`src/rtl/spec_guard_pkg.sv`:
```
package spec_guard_pkg;
    parameter int ADDR_W    = 32;
    parameter int LINE_OFS  = 6;
    parameter int SLOTS     = 4;
    parameter int DEP_W     = 4;
    parameter int LTAG_W    = 6;
    localparam int LINE_W   = ADDR_W - LINE_OFS;
    localparam int SLOT_W   = (SLOTS > 1) ? $clog2(SLOTS) : 1;

    typedef logic [LINE_W-1:0] line_t;
    typedef logic [DEP_W-1:0]  dep_t;
    typedef logic [LTAG_W-1:0] ltag_t;

    typedef struct packed {
        logic  held;
        logic  tainted;
        line_t line;
        dep_t  dep;
        ltag_t ltag;
    } slot_t;

    function automatic line_t line_of(input logic [ADDR_W-1:0] a);
        return a[ADDR_W-1:LINE_OFS];
    endfunction
endpackage

```
`src/rtl/spec_guard_pick.sv`:
```
module spec_guard_pick
    import spec_guard_pkg::*;
(
    input  logic [SLOTS-1:0]  busy,
    output logic [SLOTS-1:0]  free_onehot,
    output logic [SLOT_W-1:0] free_idx,
    output logic              all_busy
);
    always_comb begin
        free_idx = '0;
        for (int i = SLOTS - 1; i >= 0; i--) begin
            if (!busy[i]) free_idx = SLOT_W'(i);
        end
        all_busy    = &busy;
        free_onehot = all_busy ? '0 : (SLOTS'(1) << free_idx);
    end
endmodule

```
`src/rtl/spec_guard_slot.sv`:
```
module spec_guard_slot
    import spec_guard_pkg::*;
(
    input  logic  clk,
    input  logic  rst,
    input  logic  set_i,
    input  line_t set_line,
    input  dep_t  set_dep,
    input  ltag_t set_ltag,
    input  logic  set_taint,
    input  logic  inv_valid,
    input  line_t inv_line,
    input  logic  cpl_valid,
    input  dep_t  cpl_tag,
    output logic  busy_o,
    output logic  commit_o,
    output logic  squash_o,
    output ltag_t ltag_o
);
    slot_t s;
    logic  inv_hit, resolve, bad;

    assign inv_hit  = inv_valid & s.held & (s.line == inv_line);
    assign resolve  = cpl_valid & s.held & (s.dep == cpl_tag);
    assign bad      = s.tainted | inv_hit;
    assign commit_o = resolve & ~bad;
    assign squash_o = resolve & bad;
    assign busy_o   = s.held;
    assign ltag_o   = s.ltag;

    always_ff @(posedge clk) begin
        if (rst) begin
            s <= '0;
        end else if (resolve) begin
            s.held    <= 1'b0;
            s.tainted <= 1'b0;
        end else if (set_i) begin
            s.held    <= 1'b1;
            s.tainted <= set_taint;
            s.line    <= set_line;
            s.dep     <= set_dep;
            s.ltag    <= set_ltag;
        end else if (inv_hit) begin
            s.tainted <= 1'b1;
        end
    end

    assert_taint_blocks_commit_R5: assert property (@(posedge clk) disable iff (rst)
        (inv_valid && busy_o && s.line == inv_line && !cpl_valid) |=> !commit_o);
    assert_freed_after_resolve_R9: assert property (@(posedge clk) disable iff (rst)
        (commit_o || squash_o) |=> !busy_o);
    assert_no_set_when_busy_R2: assert property (@(posedge clk) disable iff (rst)
        set_i |-> !busy_o);
    assert_same_cycle_squash_R8: assert property (@(posedge clk) disable iff (rst)
        (inv_valid && cpl_valid && busy_o && s.line == inv_line && s.dep == cpl_tag)
        |-> (squash_o && !commit_o));
endmodule

```
`src/rtl/spec_load_guard.sv`:
```
module spec_load_guard
    import spec_guard_pkg::*;
(
    input  logic                    clk,
    input  logic                    rst,
    input  logic                    req_valid,
    input  logic                    req_is_store,
    input  logic [ADDR_W-1:0]       req_addr,
    input  logic [DEP_W-1:0]        req_dep_tag,
    input  logic [LTAG_W-1:0]       req_load_tag,
    output logic                    req_grant,
    output logic [SLOT_W-1:0]       req_slot,
    output logic                    table_full,
    input  logic                    inv_valid,
    input  logic [ADDR_W-1:0]       inv_addr,
    input  logic                    cpl_valid,
    input  logic [DEP_W-1:0]        cpl_tag,
    output logic [SLOTS-1:0]        commit_mask,
    output logic [SLOTS-1:0]        squash_mask,
    output logic [SLOTS*LTAG_W-1:0] res_load_tags,
    output logic                    replay_req
);
    logic [SLOTS-1:0]        busy, pick_oh, set_vec, cmt_now, sqh_now;
    logic [SLOTS*LTAG_W-1:0] ltags_now;
    line_t                   req_line, inv_line;
    logic                    born_tainted;

    assign req_line     = line_of(req_addr);
    assign inv_line     = line_of(inv_addr);
    assign born_tainted = inv_valid & (inv_line == req_line);

    spec_guard_pick u_pick (
        .busy        (busy),
        .free_onehot (pick_oh),
        .free_idx    (req_slot),
        .all_busy    (table_full)
    );

    assign req_grant = req_valid & ~req_is_store & ~table_full;
    assign set_vec   = req_grant ? pick_oh : '0;

    for (genvar g = 0; g < SLOTS; g++) begin : g_slot
        spec_guard_slot u_slot (
            .clk       (clk),
            .rst       (rst),
            .set_i     (set_vec[g]),
            .set_line  (req_line),
            .set_dep   (req_dep_tag),
            .set_ltag  (req_load_tag),
            .set_taint (born_tainted),
            .inv_valid (inv_valid),
            .inv_line  (inv_line),
            .cpl_valid (cpl_valid),
            .cpl_tag   (cpl_tag),
            .busy_o    (busy[g]),
            .commit_o  (cmt_now[g]),
            .squash_o  (sqh_now[g]),
            .ltag_o    (ltags_now[g*LTAG_W +: LTAG_W])
        );
    end

    always_ff @(posedge clk) begin
        if (rst) begin
            commit_mask   <= '0;
            squash_mask   <= '0;
            res_load_tags <= '0;
            replay_req    <= 1'b0;
        end else begin
            commit_mask   <= cmt_now;
            squash_mask   <= sqh_now;
            res_load_tags <= ltags_now;
            replay_req    <= |sqh_now;
        end
    end

    assert_store_blocked_R3: assert property (@(posedge clk) disable iff (rst)
        req_is_store |-> !req_grant);
    assert_full_blocks_R4: assert property (@(posedge clk) disable iff (rst)
        table_full |-> !req_grant);
    assert_exclusive_result_R7: assert property (@(posedge clk) disable iff (rst)
        (commit_mask & squash_mask) == '0);
    assert_replay_follows_squash_R7: assert property (@(posedge clk) disable iff (rst)
        (|sqh_now) |=> replay_req);
    assert_one_grant_R2: assert property (@(posedge clk) disable iff (rst)
        $onehot0(set_vec));
endmodule

```
`config.mk`:
```
export PLATFORM = sky130hd
export DESIGN_NAME = spec_load_guard
export DESIGN_NICKNAME = d
export VERILOG_FILES = /design/src/rtl/spec_guard_pkg.sv /design/src/rtl/spec_guard_pick.sv /design/src/rtl/spec_guard_slot.sv /design/src/rtl/spec_load_guard.sv
export SDC_FILE = /design/constraint.sdc
export NUM_CORES = 1
export LEC_CHECK = 0
export BUFFER_PORTS_ARGS = -buffer_cell sky130_fd_sc_hd__clkbuf_2
export CAP_MARGIN = 20
export CORE_UTILIZATION = 30
export CTS_CLUSTER_DIAMETER = 150
export CTS_CLUSTER_SIZE = 12
export DETAILED_ROUTE_END_ITERATION = 10
export PLACE_DENSITY = 0.54
export SETUP_SLACK_MARGIN = 0.2
export SYNTH_ARGS = -nofsm -noshare
export SYNTH_HDL_FRONTEND = slang
export SYNTH_SLANG_ARGS = --single-unit
```
`constraint.sdc`:
```
create_clock -name clk -period 3.1 [get_ports clk]
set_clock_uncertainty 0.2 [all_clocks]
set_input_delay 0.93 -clock clk [delete_from_list [all_inputs] [get_ports clk]]
set_output_delay 0.93 -clock clk [all_outputs]
set_load 0.01 [all_outputs]
```
==> flow_summary.json <==
{
  "cts_max_path_buffers": 2,
  "hp-start": "g_slot[0].u_slot.ltag_o[5]",
  "yosysSeqAreaShare_pct": 46.8,
  "tightest_slew_ns": 0.725,
  "cp.arrival_ns": 2.86,
  "slew_headroom_pct": 51.7,
  "r2r_start": "g_slot[0].u_slot.s[33]",
  "yosysTopAreaCell": "dfxtp_1",
  "insertion_delay_ns": 0.43,
  "syn-num-nets": 1061,
  "grt.overflow.total": 0,
  "drt_iter0_drc": 492,
  "path_cells": "clkbuf_2 -> buf_4 -> xor2_1 -> or4_1 -> nor4_1 -> a41o_1 -> nor2_1 -> a2111oi_2",
  "cts.reportedPaths.clkPinSlew_ns": 0.07,
  "cts_tree": "yes",
  "htree_levels": 4,
  "yosys.cell_count.top_type": "nand2_1",
  "min_path_type": "reg -> reg",
  "grt_max_degree": 65,
  "critPathRequiredTime_ns": 3.22,
  "path_delay_family": "simple AND/OR/NAND/NOR gates",
  "fin_setup_tns_ns": 0,
  "crit_buf_inv": 2,
  "core_area_sq_um": 26000,
  "synth_area_sq_um": 7910,
  "fmax_mhz": 366,
  "start_util_pct": 30.4,
  "synthArstFlopShare_pct": 0,
  "critical_path.startpoint": "inv_addr[29]",
  "worstSetupPathType": "in -> reg",
  "synthToLayoutAreaGrowth_pct": 21.4,
  "max_cap_violations": 0,
  "finalHoldViolCount": 0,
  "die_area_sq_um": 27000,
  "fin_nets": 1157,
  "ir_worst_vdd_mv": 0.363,
  "critical_path.slowest_cell": "or4_1",
  "clkSinkCount": 185,
  "grt_pass1_vias": 6167,
  "clockRootBuffer": "clkbuf_16",
  "cts_setup_buffers": 0,
  "rows": 59,
  "diodes": 0,
  "period_share_pct": 88.2,
  "ys_seq_elements": 185,
  "startpoint_type": "input port",
  "avgRoutedWirePerCell_microns": 16.9,
  "dp_hpwl_microns": 17100,
  "avgSynthCellArea_sq_um": 8.09,
  "gr-usage-all-layers_pct": 18.3,
  "ctsHoldBuffers": 0,
  "synth_edf_count": 0,
  "num_io_pins": 121,
  "vias_per_cell": 4.69,
  "critPathMaxFanout": 3,
  "slowest_delay_ns": 0.51,
  "drv_slew": 0,
  "first_pass_iters": 5,
  "cts-buffers-inserted": 17,
  "powerDensity_nw_per_um2": 528,
  "synth_cells": 977,
  "yosysWarningCount": 0,
  "setup_viol": 0,
  "die_h_microns": 164,
  "yosysTopAreaCellShare_pct": 46.8,
  "leakage_nw": 3.60,
  "gp_congestion": 0.869,
  "dieWidth_microns": 164,
  "power.total_mw": 5.06,
  "grt_pass1_wl_microns": 36900,
  "synthFlopType": "dfxtp_1",
  "fill_cells": 2704,
  "fin_util_pct": 36.9,
  "critPathCaptureType": "flip-flop",
  "whs_ns": 0.250,
  "route.detailed.drc": 0,
  "synthDistinctLibCells": 35,
  "outcome": "completed",
  "antenna_found_initial": 0,
  "final_antenna_net_count": 0,
  "layout-drive-gt1-share_pct": 18.1,
  "io_buffers": 108,
  "synth_common_cells": "nand2_1 (293), dfxtp_1 (185), a21oi_1 (148)",
  "rsz0062_at_grt": "false",
  "synth_area_leaders": "dfxtp_1 (47%), nand2_1 (14%), a21oi_1 (9.4%)",
  "drt_wl_total_microns": 24000,
  "vias": 6669,
  "min_period_ns": 2.73
}
-- layout by cell type, fill, tap and decap left out, types with 6 or more instances in the layout --
cell / instances
nor3_1: 9
nor2_1: 11
nor2b_1: 28
nand3_1: 9
buf_4: 43
xnor2_1: 69
xor2_1: 73
nor4_1: 18
a21oi_1: 148
dfxtp_1: 184
nand4_1: 15
clkbuf_2: 107
nand2b_1: 6
clkbuf_16: 17
buf_12: 6
nand2_1: 293
-- through the flow --
| step | setup WS (ns) | instance area (sq um) | cells |
|---|---|---|---|
| after global routing | 0.206 | 9600 | 1421 |
| after detailed placement | -0.0501 | 9010 | 1389 |
| after global placement | -0.0332 | 9010 | 1389 |
| after CTS | 0.280 | 9590 | 1421 |
| final | 0.367 | 9600 | 1421 |
| after floorplan | 0.269 | 7910 | 977 |
-- layout make-up --
| class | count | area (sq um) | share of cell area (%) |
|---|---|---|---|
| Multi-Input combinational cell | 708 | 3890 | 40.6 |
| Timing Repair Buffer | 156 | 978 | 10.2 |
| Sequential cell | 185 | 3700 | 38.6 |
| Inverter | 5 | 18.8 | 0.196 |
| Tap cell | 335 | 419 | 4.37 |
| Clock buffer | 17 | 425 | 4.43 |
| Clock inverter | 15 | 155 | 1.62 |
-- worst reg2reg max path, cell delays in order (launching register included) --
cell and delay, ns:
dfxtp_1 0.32, xor2_1 0.16, or4_1 0.54, nor4_1 0.35
buf_4 0.19, a41o_1 0.17, nor2_1 0.06, a2111oi_2 0.32
-- sequential cells by signal (all words and copies together) (netlist names) --
name                  count
g_slot.u_slot.s         124
g_slot.u_slot.ltag_o     24
res_load_tags            24
commit_mask               4
g_slot.u_slot.busy_o      4
squash_mask               4
replay_req                1
-- cells by family (layout without fill, tap and decap cells) --
logic type | after synthesis | count (layout) | synth area share, %
and+or+nand+nor | 402 | 402 | 21.9
DFF | 185 | 185 | 46.8
AOI/OAI and AO/OA | 164 | 164 | 11.2
xor gates and xnor gates | 142 | 142 | 15.7
buffers and inverters | 84 | 193 | 4.29
-- timing repair --
action,in CTS,in global routing
endpoints found under the hold margin,0,0
gates resized for setup,0,1
setup endpoints to repair,0,1
-- routing by layer --
| metal | share of wire [%] | up-vias | routed length [microns] | track usage [%] |
|---|---|---|---|---|
| met4 | 1.6 | 0 | 391 | 5.47 |
| li1 | - | 3353 | - | - |
| met1 | 49 | 3116 | 11700 | 26.0 |
| met2 | 44 | 177 | 10700 | 28.0 |
| met3 | 5.1 | 23 | 1230 | 3.41 |
| met5 | 0 | - | 0 | 0 |
-- report_power, final --
part           switching [mW]  internal [mW]
combinational           0.290          0.176
clock                    1.02           1.14
sequential             0.0209           2.41
total                    1.33           3.73
-- path summary, 6_finish.rpt --
check / to / slack [ns] / cells past startpoint
worst max-delay path: g_slot[3].u_slot.s[36] / 0.37 / 8
worst min-delay path: g_slot[0].u_slot.ltag_o[5] / 0.25 / 2
worst max register to register: g_slot[0].u_slot.s[36] / 0.68 / 7
worst min register to register: g_slot[0].u_slot.ltag_o[5] / 0.25 / 2
(Power assumes the default switching activity.)
